--- src/rtl/esc_lp_pkg.sv ---
package esc_lp_pkg;

    typedef enum logic [3:0] {
        PH_IDLE,
        PH_ENT_A,
        PH_ENT_B,
        PH_ENT_C,
        PH_ENT_D,
        PH_ESC,
        PH_MARK,
        PH_SPACE,
        PH_STP_A,
        PH_STP_B
    } phase_e;

    typedef struct packed {
        logic p;
        logic n;
    } lp_pair_t;

    localparam lp_pair_t LVL_HH = '{p: 1'b1, n: 1'b1};
    localparam lp_pair_t LVL_HL = '{p: 1'b1, n: 1'b0};
    localparam lp_pair_t LVL_LH = '{p: 1'b0, n: 1'b1};
    localparam lp_pair_t LVL_LL = '{p: 1'b0, n: 1'b0};

    function automatic lp_pair_t mark_level(input logic b);
        return b ? LVL_HL : LVL_LH;
    endfunction

    function automatic logic phase_parked(input phase_e ph);
        return (ph == PH_IDLE) || (ph == PH_ESC);
    endfunction

endpackage

--- src/rtl/esc_bit_shifter.sv ---
module esc_bit_shifter
    import esc_lp_pkg::*;
#(
    parameter int DATA_W    = 8,
    parameter bit LSB_FIRST = 1'b1
) (
    input  logic              clk,
    input  logic              rst,
    input  logic              load,
    input  logic              advance,
    input  logic [DATA_W-1:0] din,
    output logic              cur_bit,
    output logic              last_bit
);
    localparam int CNT_W = (DATA_W > 1) ? $clog2(DATA_W) : 1;
    localparam logic [CNT_W-1:0] LAST_IDX = CNT_W'(DATA_W - 1);

    logic [DATA_W-1:0] shreg;
    logic [DATA_W-1:0] shifted;
    logic [CNT_W-1:0]  cnt;

    generate
        if (LSB_FIRST) begin : g_lsb
            assign cur_bit = shreg[0];
            assign shifted = {1'b0, shreg[DATA_W-1:1]};
        end else begin : g_msb
            assign cur_bit = shreg[DATA_W-1];
            assign shifted = {shreg[DATA_W-2:0], 1'b0};
        end
    endgenerate

    assign last_bit = (cnt == LAST_IDX);

    always_ff @(posedge clk) begin
        if (rst) begin
            shreg <= '0;
            cnt   <= '0;
        end else if (load) begin
            shreg <= din;
            cnt   <= '0;
        end else if (advance) begin
            shreg <= shifted;
            cnt   <= cnt + 1'b1;
        end
    end

    // A load and a shift are never requested together by the sequencer.
    assert_load_advance_excl_R3: assert property (@(posedge clk) disable iff (rst)
        !(load && advance));

endmodule

--- src/rtl/esc_seq_fsm.sv ---
module esc_seq_fsm
    import esc_lp_pkg::*;
(
    input  logic   clk,
    input  logic   rst,
    input  logic   esc_req,
    input  logic   byte_valid,
    input  logic   stop_req,
    input  logic   last_bit,
    output phase_e phase,
    output logic   load,
    output logic   advance
);
    phase_e nxt;

    always_comb begin
        nxt     = phase;
        load    = 1'b0;
        advance = 1'b0;
        case (phase)
            PH_IDLE:  if (esc_req) nxt = PH_ENT_A;
            PH_ENT_A: nxt = PH_ENT_B;
            PH_ENT_B: nxt = PH_ENT_C;
            PH_ENT_C: nxt = PH_ENT_D;
            PH_ENT_D: nxt = PH_ESC;
            PH_ESC: begin
                if (byte_valid) begin
                    nxt  = PH_MARK;
                    load = 1'b1;
                end else if (stop_req) begin
                    nxt = PH_STP_A;
                end
            end
            PH_MARK:  nxt = PH_SPACE;
            PH_SPACE: begin
                advance = 1'b1;
                nxt     = last_bit ? PH_ESC : PH_MARK;
            end
            PH_STP_A: nxt = PH_STP_B;
            PH_STP_B: nxt = PH_IDLE;
            default:  nxt = PH_IDLE;
        endcase
    end

    always_ff @(posedge clk) begin
        if (rst) phase <= PH_IDLE;
        else     phase <= nxt;
    end

    assert_mark_then_space_R3: assert property (@(posedge clk) disable iff (rst)
        (phase == PH_MARK) |=> (phase == PH_SPACE));

    assert_byte_not_aborted_R6: assert property (@(posedge clk) disable iff (rst)
        (phase == PH_MARK || phase == PH_SPACE) |=>
            (phase == PH_MARK || phase == PH_SPACE || phase == PH_ESC));

    assert_escape_holds_R7: assert property (@(posedge clk) disable iff (rst)
        (phase == PH_ESC && !byte_valid && !stop_req) |=> (phase == PH_ESC));

    assert_byte_beats_stop_R8: assert property (@(posedge clk) disable iff (rst)
        (phase == PH_ESC && byte_valid && stop_req) |=> (phase == PH_MARK));

endmodule

--- src/rtl/esc_line_drive.sv ---
module esc_line_drive
    import esc_lp_pkg::*;
(
    input  phase_e   phase,
    input  logic     cur_bit,
    output lp_pair_t lp,
    output logic     ready
);
    always_comb begin
        case (phase)
            PH_IDLE:  lp = LVL_HH;
            PH_ENT_A: lp = LVL_HL;
            PH_ENT_B: lp = LVL_LL;
            PH_ENT_C: lp = LVL_LH;
            PH_ENT_D: lp = LVL_LL;
            PH_ESC:   lp = LVL_LL;
            PH_MARK:  lp = mark_level(cur_bit);
            PH_SPACE: lp = LVL_LL;
            PH_STP_A: lp = LVL_LL;
            PH_STP_B: lp = LVL_HL;
            default:  lp = LVL_HH;
        endcase
    end

    assign ready = phase_parked(phase);

endmodule

--- src/rtl/esc_lp_encoder.sv ---
module esc_lp_encoder
    import esc_lp_pkg::*;
#(
    parameter int DATA_W    = 8,
    parameter bit LSB_FIRST = 1'b1
) (
    input  logic              clk,
    input  logic              rst,
    input  logic [DATA_W-1:0] cmd_byte,
    input  logic              byte_valid,
    input  logic              esc_req,
    input  logic              stop_req,
    output logic              lp_p,
    output logic              lp_n,
    output logic              ready
);
    phase_e   phase;
    logic     load;
    logic     advance;
    logic     cur_bit;
    logic     last_bit;
    lp_pair_t lp;

    esc_seq_fsm u_fsm (
        .clk        (clk),
        .rst        (rst),
        .esc_req    (esc_req),
        .byte_valid (byte_valid),
        .stop_req   (stop_req),
        .last_bit   (last_bit),
        .phase      (phase),
        .load       (load),
        .advance    (advance)
    );

    esc_bit_shifter #(
        .DATA_W    (DATA_W),
        .LSB_FIRST (LSB_FIRST)
    ) u_shift (
        .clk      (clk),
        .rst      (rst),
        .load     (load),
        .advance  (advance),
        .din      (cmd_byte),
        .cur_bit  (cur_bit),
        .last_bit (last_bit)
    );

    esc_line_drive u_drive (
        .phase   (phase),
        .cur_bit (cur_bit),
        .lp      (lp),
        .ready   (ready)
    );

    assign lp_p = lp.p;
    assign lp_n = lp.n;

    assert_high_high_is_idle_R1: assert property (@(posedge clk) disable iff (rst)
        (lp_p && lp_n) |-> ready);

    assert_entry_first_step_R2: assert property (@(posedge clk) disable iff (rst)
        (ready && lp_p && lp_n && esc_req) |=> (lp_p && !lp_n && !ready));

    assert_byte_first_mark_R3: assert property (@(posedge clk) disable iff (rst)
        (ready && !lp_p && !lp_n && byte_valid) |=> (!ready && (lp_p ^ lp_n)));

    assert_park_after_space_R4: assert property (@(posedge clk) disable iff (rst)
        ($rose(ready) && !lp_p && !lp_n) |-> $past(!lp_p && !lp_n));

    assert_stop_first_step_R5: assert property (@(posedge clk) disable iff (rst)
        (ready && !lp_p && !lp_n && stop_req && !byte_valid) |=> (!ready && !lp_p && !lp_n));

    assert_stop_final_step_R5: assert property (@(posedge clk) disable iff (rst)
        (ready && lp_p && lp_n && $past(!ready)) |-> $past(lp_p && !lp_n));

endmodule

--- config.mk ---
export PLATFORM = sky130hd
export DESIGN_NAME = esc_lp_encoder
export DESIGN_NICKNAME = d
export VERILOG_FILES = /design/src/rtl/esc_lp_pkg.sv /design/src/rtl/esc_bit_shifter.sv /design/src/rtl/esc_seq_fsm.sv /design/src/rtl/esc_line_drive.sv /design/src/rtl/esc_lp_encoder.sv
export SDC_FILE = /design/constraint.sdc
export NUM_CORES = 1
export LEC_CHECK = 0
export ABC_AREA = 1
export CAP_MARGIN = 20
export CELL_PAD_IN_SITES_DETAIL_PLACEMENT = 1
export CELL_PAD_IN_SITES_GLOBAL_PLACEMENT = 2
export CORE_UTILIZATION = 28
export DETAILED_ROUTE_END_ITERATION = 7
export HOLD_SLACK_MARGIN = 0.08
export PLACE_DENSITY_LB_ADDON = 0.1
export SKIP_LAST_GASP = 1
export SLEW_MARGIN = 20
export SYNTH_ARGS = -nofsm -noshare
export SYNTH_HDL_FRONTEND = slang
export SYNTH_SLANG_ARGS = --single-unit
export TNS_END_PERCENT = 30
--- constraint.sdc ---
create_clock -name clk -period 2.7 [get_ports clk]
set_clock_uncertainty 0.05 [all_clocks]
set_input_delay 0.54 -clock clk [delete_from_list [all_inputs] [get_ports clk]]
set_output_delay 0.54 -clock clk [all_outputs]
set_load 0.02 [all_outputs]
Yosys cells after proc, flatten, opt, wreduce, memory -nomap -nowiden
Cells that the tools add are included.
{ "totals": {"regBits": 15, "inputBits": 13, "output_inout_bits": 3, "word_cells": 35} }
{ "classes": {"n_addsub": 1, "eq_ne": 12, "mux": 12, "n_reduce_logical": 7} }
{ "op_table": {"columns": ["cell", "n"], "rows": [
  ["4-bit one-hot mux with 9 select lines", 1],
  ["4-bit by 3-bit == test with 1-bit output (second input constant)", 4],
  ["8-bit two-way mux", 2],
  ["4-bit two-way mux", 3],
  ["4-bit by 2-bit == test with 1-bit output (second input constant)", 2],
  ["4-bit == test (second input constant)", 2],
  ["2-bit one-hot mux with 4 select lines", 1],
  ["5-bit OR reduction", 1],
  ["4-bit by 1-bit == test with 1-bit output (second input constant)", 1],
  ["4-bit logical NOT", 1],
  ["2-bit two-way mux", 2],
  ["2-bit OR reduction", 2],
  ["3-bit by 1-bit adder with 3-bit output (second input constant)", 1],
  ["3-bit == test (second input constant)", 1],
  ["1-bit two-way mux", 3],
  ["3-bit inequality test (second input constant)", 1],
  ["2-bit inequality test (second input constant)", 1],
  ["2-bit AND reduction", 1],
  ["2-bit nonzero test", 1],
  ["1-bit logical OR", 1]
]} }

Depth between registers and ports, before layout
Gate-level depths: netlist of the first run.
{ "logic_depth": {"ltp_word": 4, "mapped_depth": 8, "mapped_depth_nobuf": 8} }

Modules after synthesis
Synthesis of the first run repeated with hierarchy kept, for this count alone.
{ "unflattened": {"cells_unflattened": 145, "hier_area_um2": 919.6} }
{ "modules_own_cells": {"columns": ["module", "n_inst", "cells_per_inst", "area_per_inst_um2"], "rows": [
  ["esc_bit_shifter", 1, 77, 531.8],
  ["esc_seq_fsm", 1, 46, 289.0],
  ["esc_line_drive", 1, 22, 98.8]
]} }

Worst setup path after synthesis of the first run
OpenSTA, ideal clock, no wires.
{ "synth_timing": {"path_kind": "register -> output", "from": "register u_fsm.phase[0]", "to": "output port ready", "arrival_ns": 1.081, "required_time_ns": 2.110, "slack_ns": 1.029, "path_stages_with_launch": 4, "n_path_buf": 0, "path_cell_list": "dfxtp_1 -> nor2_1 -> nand2_1 -> o21ai_0"} }
{ "synth_via": {"elab_chain_cells": 2, "word_cells_on_any_way": 3} }
{ "synth_lines": {"columns": ["item", "line", "source"], "rows": [
  ["start: declaration", "esc_seq_fsm.sv:10", "output phase_e phase,"],
  ["start signal: assignment", "esc_seq_fsm.sv:47", "else phase <= nxt;"],
  ["4-bit by 3-bit == test with 1-bit output or 4-bit logical NOT (tied branches)", "esc_lp_pkg.sv:31", "return (ph == PH_IDLE) || (ph == PH_ESC);"],
  ["1-bit logical OR (*)", "esc_lp_pkg.sv:31", null],
  ["end: declaration", "esc_lp_encoder.sv:15", "output logic ready"]
]} }
Every way passes the cells marked *; elsewhere a longest branch is shown, timed or not.

Worst setup path in the final report of the first run
{ "layout_timing": {"from": "register u_fsm.phase[2]", "to": "output port lp_n"} }
{ "layout_via": {"elab_chain_cells": 3, "word_cells_on_any_way": 12} }
{ "layout_lines": {"columns": ["item", "line", "source"], "rows": [
  ["4-bit by 2-bit == test with 1-bit output (tied with other cells)", "esc_line_drive.sv:10", "case (phase)"],
  ["5-bit OR reduction (no line) or 2-bit OR reduction (tied branches)", null, null],
  ["2-bit one-hot mux with 4 select lines (*)", "esc_line_drive.sv:10", null],
  ["end: declaration", "esc_lp_encoder.sv:14", "output logic lp_n,"]
]} }
Marks and branches as above.

==> flow_summary.json, run 1 <==
{
  "hold_violations": 0,
  "postCtsSetupBuffers": 0,
  "worstPathRequired_ps": 2110,
  "setup_tns_ps": 0,
  "tightest_slew_ps": 313.1,
  "remaining_drc_errors": 1,
  "avgSynthCellArea_um2": 6.211,
  "maxUsedRoutingLayer": "met4",
  "start_util_pct": 30.48,
  "route.met2.wl_mm": 1.049,
  "critPathLaunchType": "register",
  "rr_startpoint": "u_fsm.phase[2]",
  "reg2reg_to": "u_shift.shreg[3]",
  "end_kind": "primary output",
  "p_leak_nw": 0.5104,
  "hold_path.class": "reg2reg",
  "fillers": 380,
  "vias": 901,
  "synth_cell_type_count": 17,
  "die_x_um": 57.73,
  "critPathSlowestCell": "clkdlybuf4s50_1",
  "place_ws_ps": 302.0,
  "cp_max_fo": 6,
  "clkTransAtPathRegs_ps": 90,
  "viasPerCell": 4.717,
  "path_buf_inv": 3,
  "syn_inst": 140,
  "utilization_pct": 38.64,
  "rows": 19,
  "path_delay_family": "buffers and inverters",
  "cp_num_cells": 7,
  "synth_sequential_area_ratio_pct": 34.53,
  "whs_ps": 421.1,
  "num_io_pins": 16,
  "grt_pass1_wl_mm": 4.133,
  "setup_viol": 0,
  "wl_per_cell_um": 12.23,
  "antenna_found_initial": 0,
  "synth.top_cell.area_share_pct": 34.53,
  "portBuffers": 15,
  "outcome": "finished with violations",
  "period_share_pct": 93.08,
  "maxCapViolCount": 0,
  "clock_latency_ps": 280,
  "grt_pass1_vias": 933,
  "routed_wl_mm": 2.336,
  "pwr_density_cell_nw_per_um2": 462.4,
  "grt_max_degree": 11,
  "max_slew_margin_pct": 79.07,
  "synth_top_area_cell": "dfxtp_1",
  "synth_warnings": 0,
  "wl_met3_um": 71,
  "rrSetupSlack_ps": 1320,
  "fmax_mhz": 397.9,
  "core_area_um2": 2853,
  "cts_buffer_depth": 2,
  "netlist_top_cells_area": "dfxtp_1, nand2_1, inv_1",
  "maxSlewViolCount": 0,
  "cts_tree": "yes",
  "dieArea_um2": 3333,
  "cts_sinks": 15,
  "post-route-min-period_ps": 2513,
  "cts-htree-levels": 1,
  "reg2reg_depth": 7,
  "synth_nets": 155,
  "criticalPathCategory": "reg2out",
  "cts_inserted_buffers": 3,
  "firstDrtPassIters": 6,
  "arrival_ps": 1920,
  "violations": "DRC",
  "rsz0062_at_grt": "false",
  "hpwlAfterDp_mm": 1.787,
  "drt_iter0_markers": 24,
  "synth-seq-cells": 15,
  "cpPeakStageDelay_ps": 590,
  "mappedNetlistArea_um2": 869.6,
  "path_cells": "inv_1 -> nor2_4 -> nand2_1 -> o21ai_0 -> inv_1 -> nand2_1 -> clkdlybuf4s50_1",
  "wl_met1_mm": 1.199,
  "timing.final.ws_setup_ps": 187.0,
  "crit_path_start": "u_fsm.phase[2]",
  "dieHeight_um": 57.73,
  "post_route_cells_drive_above_1_share_pct": 10.63,
  "gp_congestion": 0.8211,
  "antennaDiodeCount": 0,
  "cts-root-buf": "clkbuf_4",
  "crit_path_end": "lp_n",
  "ir_worst_vdd_mv": 0.2394,
  "ant_nets": 0,
  "overflow": 0,
  "fin_nets": 176,
  "grt_usage_pct": 15.89,
  "area_growth_pct": 26.76
}
per-layer routing:
layer,vias to the layer above,GRT usage [%]
met5,-,0
met4,0,7.483
met3,2,2.679
met2,11,24.92
met1,414,21.32
li1,474,-
cell usage after synthesis:
library cell / number
nor2_4: 4
nor2_1: 12
dfxtp_1: 15
inv_2: 1
ha_1: 2
nand2_1: 60
nand3b_1: 1
o22ai_1: 1
a21oi_1: 10
nand4_1: 2
nand2_2: 3
o21ai_0: 4
inv_1: 16
o211ai_1: 1
xor2_1: 1
nand3_1: 6
buf_1: 1
flip-flops by register name (all words and copies together) (netlist names):
register / cells
u_fsm.phase: 4
u_shift.cnt: 3
u_shift.shreg: 8
cell families after synthesis:
family | after synthesis | share of synthesized area, %
fa+ha+maj | 2 | 2.877
compound gates | 16 | 9.641
xor+xnor | 1 | 1.007
buf+inv | 18 | 7.769
flops | 15 | 34.53
simple gates | 88 | 44.17
area by class of cell:
class,instances,area [um2],area share (%)
well taps,31,38.79,3.519
clock buffers,4,26.28,2.384
multi-input cells,107,504.2,45.74
repair buffers,17,165.2,14.98
flip-flops and latches,15,304.0,27.58
inverters,17,63.81,5.789
cell usage in the layout (no fill, tap or decap), drive strengths merged:
master	netlist	routed
nor2	16	16
o22ai	1	1
clkbuf	0	4
o211ai	1	1
nand4	2	2
xor2	1	1
nand2	63	63
clkdlybuf4s50	0	15
ha	2	2
buf	1	2
nand3b	1	1
a21oi	10	10
o21ai	4	4
inv	17	17
dfxtp	15	15
nand3	6	6
worst min path at each step:
stage / from / end / slack, ps / depth (start not counted)
floorplan: u_shift.shreg[7] / u_shift.shreg[7] / 390 / 2
global placement: u_shift.shreg[7] / u_shift.shreg[7] / 400 / 2
detailed placement: u_shift.shreg[4] / u_shift.shreg[4] / 410 / 2
CTS: u_shift.shreg[4] / u_shift.shreg[4] / 420 / 2
global route: u_shift.shreg[7] / u_shift.shreg[7] / 450 / 2
finish: u_shift.shreg[4] / u_shift.shreg[4] / 420 / 2
stage by stage:
step	area, um2	total power, mW	std cells
3_3_place_gp	1070	0.3811	187
3_5_place_dp	1070	0.3817	187
2_1_floorplan	869.6	0.3201	140
5_1_grt	1102	0.5494	191
4_1_cts	1097	0.5167	191
6_report	1102	0.5097	191
power by group:
group,switching [mW],internal (mW),total (mW)
Clock,0.0745,0.0573,0.132
Sequential,0.0108,0.229,0.240
Combinational,0.0767,0.0612,0.138
Total,0.162,0.348,0.510
worst register-to-register path, cell delays in order, from the launching register on:
cell     delay [ps]
dfxtp_1         390
inv_1           110
nor2_4          180
nand2_2         140
nor2_4          210
nand2_1          70
nand2_1          80
a21oi_1          60
what timing repair did:
action                                 in CTS  in global routing
hold buffers                                0                  0
endpoints found under the hold margin       0                  0
cloned                                      0                  0
pin swaps                                   0                  0
resized for setup                           1                  3
setup endpoints to repair                   1                  2
Note: power is estimated with default switching activity, not from simulation.
==> run 2: changes to the inputs <==
--- a/config.mk
+++ b/config.mk
@@ -10,6 +10,7 @@
 export CELL_PAD_IN_SITES_DETAIL_PLACEMENT = 1
 export CELL_PAD_IN_SITES_GLOBAL_PLACEMENT = 2
 export CORE_UTILIZATION = 28
+export CTS_CLUSTER_DIAMETER = 30
 export DETAILED_ROUTE_END_ITERATION = 7
 export HOLD_SLACK_MARGIN = 0.08
 export PLACE_DENSITY_LB_ADDON = 0.1
==> results of run 2 <==
Same layout as run 1: the final DEF is identical, and so are final timing and power.
==> run 3: changes to the inputs <==
--- a/config.mk
+++ b/config.mk
@@ -6,9 +6,11 @@
 export NUM_CORES = 1
 export LEC_CHECK = 0
 export ABC_AREA = 1
+export ABC_CLOCK_PERIOD_IN_PS = 2700
 export CAP_MARGIN = 20
 export CELL_PAD_IN_SITES_DETAIL_PLACEMENT = 1
 export CELL_PAD_IN_SITES_GLOBAL_PLACEMENT = 2
+export CORE_MARGIN = 3
 export CORE_UTILIZATION = 28
 export CTS_CLUSTER_DIAMETER = 30
 export DETAILED_ROUTE_END_ITERATION = 7
==> flow_summary.json, run 3 (same netlist as run 1, synthesis figures left out) <==
{
  "antennaDiodeCount": 0,
  "timing.final.ws_setup_ps": 142.6,
  "grt_max_degree": 11,
  "cts_tree": "yes",
  "critPathLaunchType": "register",
  "viasPerCell": 4.738,
  "vias": 905,
  "cts_buffer_depth": 2,
  "p_leak_nw": 0.5104,
  "hold_violations": 0,
  "start_util_pct": 30.48,
  "postCtsSetupBuffers": 0,
  "rows": 19,
  "portBuffers": 15,
  "final_common_cell": "nand2_1",
  "arrival_ps": 1970,
  "overflow": 0,
  "cts-root-buf": "clkbuf_4",
  "num_io_pins": 16,
  "hold_path.class": "reg2reg",
  "firstDrtPassIters": 4,
  "fin_cells": 191,
  "setup_viol": 0,
  "remaining_drc_errors": 0,
  "holdPathEnd": "u_shift.shreg[7]",
  "ir_worst_vdd_mv": 0.3047,
  "critPathSlowestCell": "clkdlybuf4s50_1",
  "core_area_um2": 2853,
  "path_cells": "inv_1 -> nor2_4 -> nand2_1 -> o21ai_0 -> inv_1 -> nand2_1 -> clkdlybuf4s50_1",
  "place_inst": 187,
  "die_x_um": 61.73,
  "rr_startpoint": "u_fsm.phase[2]",
  "rrSetupSlack_ps": 1320,
  "largest_reg_flops": 8,
  "reg2reg_depth": 7,
  "area_growth_pct": 26.76,
  "top_register": "u_shift.shreg",
  "cts_inserted_buffers": 3,
  "setup_tns_ps": 0,
  "outcome": "finished, final reports clean",
  "wl_per_cell_um": 12.76,
  "dieHeight_um": 61.73,
  "clock_latency_ps": 280,
  "whs_ps": 420.9,
  "criticalPathCategory": "reg2out",
  "reg2reg_to": "u_shift.shreg[3]",
  "max_slew_margin_pct": 82.30,
  "end_kind": "primary output",
  "fillers": 377,
  "fin_nets": 176,
  "maxCapViolCount": 0,
  "grt_pass1_vias": 925,
  "layout_common_cells": "nand2_1, inv_1, clkdlybuf4s50_1, dfxtp_1, nor2_1",
  "gp_congestion": 0.8703,
  "grt_usage_pct": 14.83,
  "ant_nets": 0,
  "path_buf_inv": 3,
  "place_ws_ps": 294.9,
  "top_regs": "u_shift.shreg (8), u_fsm.phase (4), u_shift.cnt (3)",
  "fmax_mhz": 391.0,
  "crit_path_start": "u_fsm.phase[2]",
  "grt_pass1_wl_mm": 4.091,
  "min-delay-start": "u_shift.shreg[7]",
  "dieArea_um2": 3811,
  "post-route-min-period_ps": 2557,
  "routed_wl_mm": 2.438,
  "pwr_density_cell_nw_per_um2": 460.6,
  "post_route_cells_drive_above_1_share_pct": 10.63,
  "hpwlAfterDp_mm": 1.886,
  "cts-htree-levels": 1,
  "min_path_cells": 2,
  "period_share_pct": 94.72,
  "worstPathRequired_ps": 2110,
  "rsz0062_at_grt": "true",
  "path_delay_family": "buffers and inverters",
  "cp_max_fo": 6,
  "drt_iter0_markers": 20,
  "cts_sinks": 15,
  "totalPowerFinal_uw": 507.7,
  "cpPeakStageDelay_ps": 590,
  "antenna_found_initial": 0,
  "clkTransAtPathRegs_ps": 90,
  "tightest_slew_ps": 264.8,
  "maxSlewViolCount": 0
}
==> run 3: cell counts in the layout (fill, tap and decap cells not counted) <==
Identical to the previous run, type by type.
==> run 3: worst min-delay path, cell delays in order, from the launching register on <==
cell	delay, ps
dfxtp_1	320
nand2_1	60
a21oi_1	50
==> run 3: power breakdown <==
group | switching [mW] | total [mW] | internal [mW]
clock network | 0.0703 | 0.128 | 0.0573
logic | 0.0789 | 0.140 | 0.0612
registers | 0.0109 | 0.240 | 0.229
==> run 3: repair_timing <==
| action | in CTS | in global routing |
|---|---|---|
| setup endpoints to repair | 1 | 2 |
| resized for setup | 1 | 3 |
| hold buffers | 0 | 0 |
==> run 3: stage by stage <==
| step | instance area [um2] | util, % |
|---|---|---|
| detailed placement | 1070 | 37.50 |
| floorplan | 869.6 | - |
| CTS | 1097 | 38.46 |
| global placement | 1070 | 37.50 |
| global route | 1102 | 38.64 |
| finish | 1102 | 38.64 |
==> run 3: cell type report <==
cell class,count,area (um2),share of cell area (%)
well taps,31,38.79,3.519
clock buffers,4,26.28,2.384
multi-input cells,107,504.2,45.74
inverters,17,63.81,5.789
repair buffers,17,165.2,14.98
flip-flops and latches,15,304.0,27.58
==> run 3: worst max path at each step <==
stage	endpoint	slack, ps	depth (start not counted)
after floorplan	ready	1030	3
after global placement	lp_n	300	7
after CTS	lp_p	30	7
final	lp_n	140	7
after global routing	lp_n	-30	7
after detailed placement	lp_n	290	7
==> run 3: layer usage <==
metal	wire length [um]	part of all wire [%]	track usage, %
met5	0	0	0
met4	16	0.66	7.273
met3	65	2.7	2.479
met2	1180	48	25.41
met1	1175	48	17.88
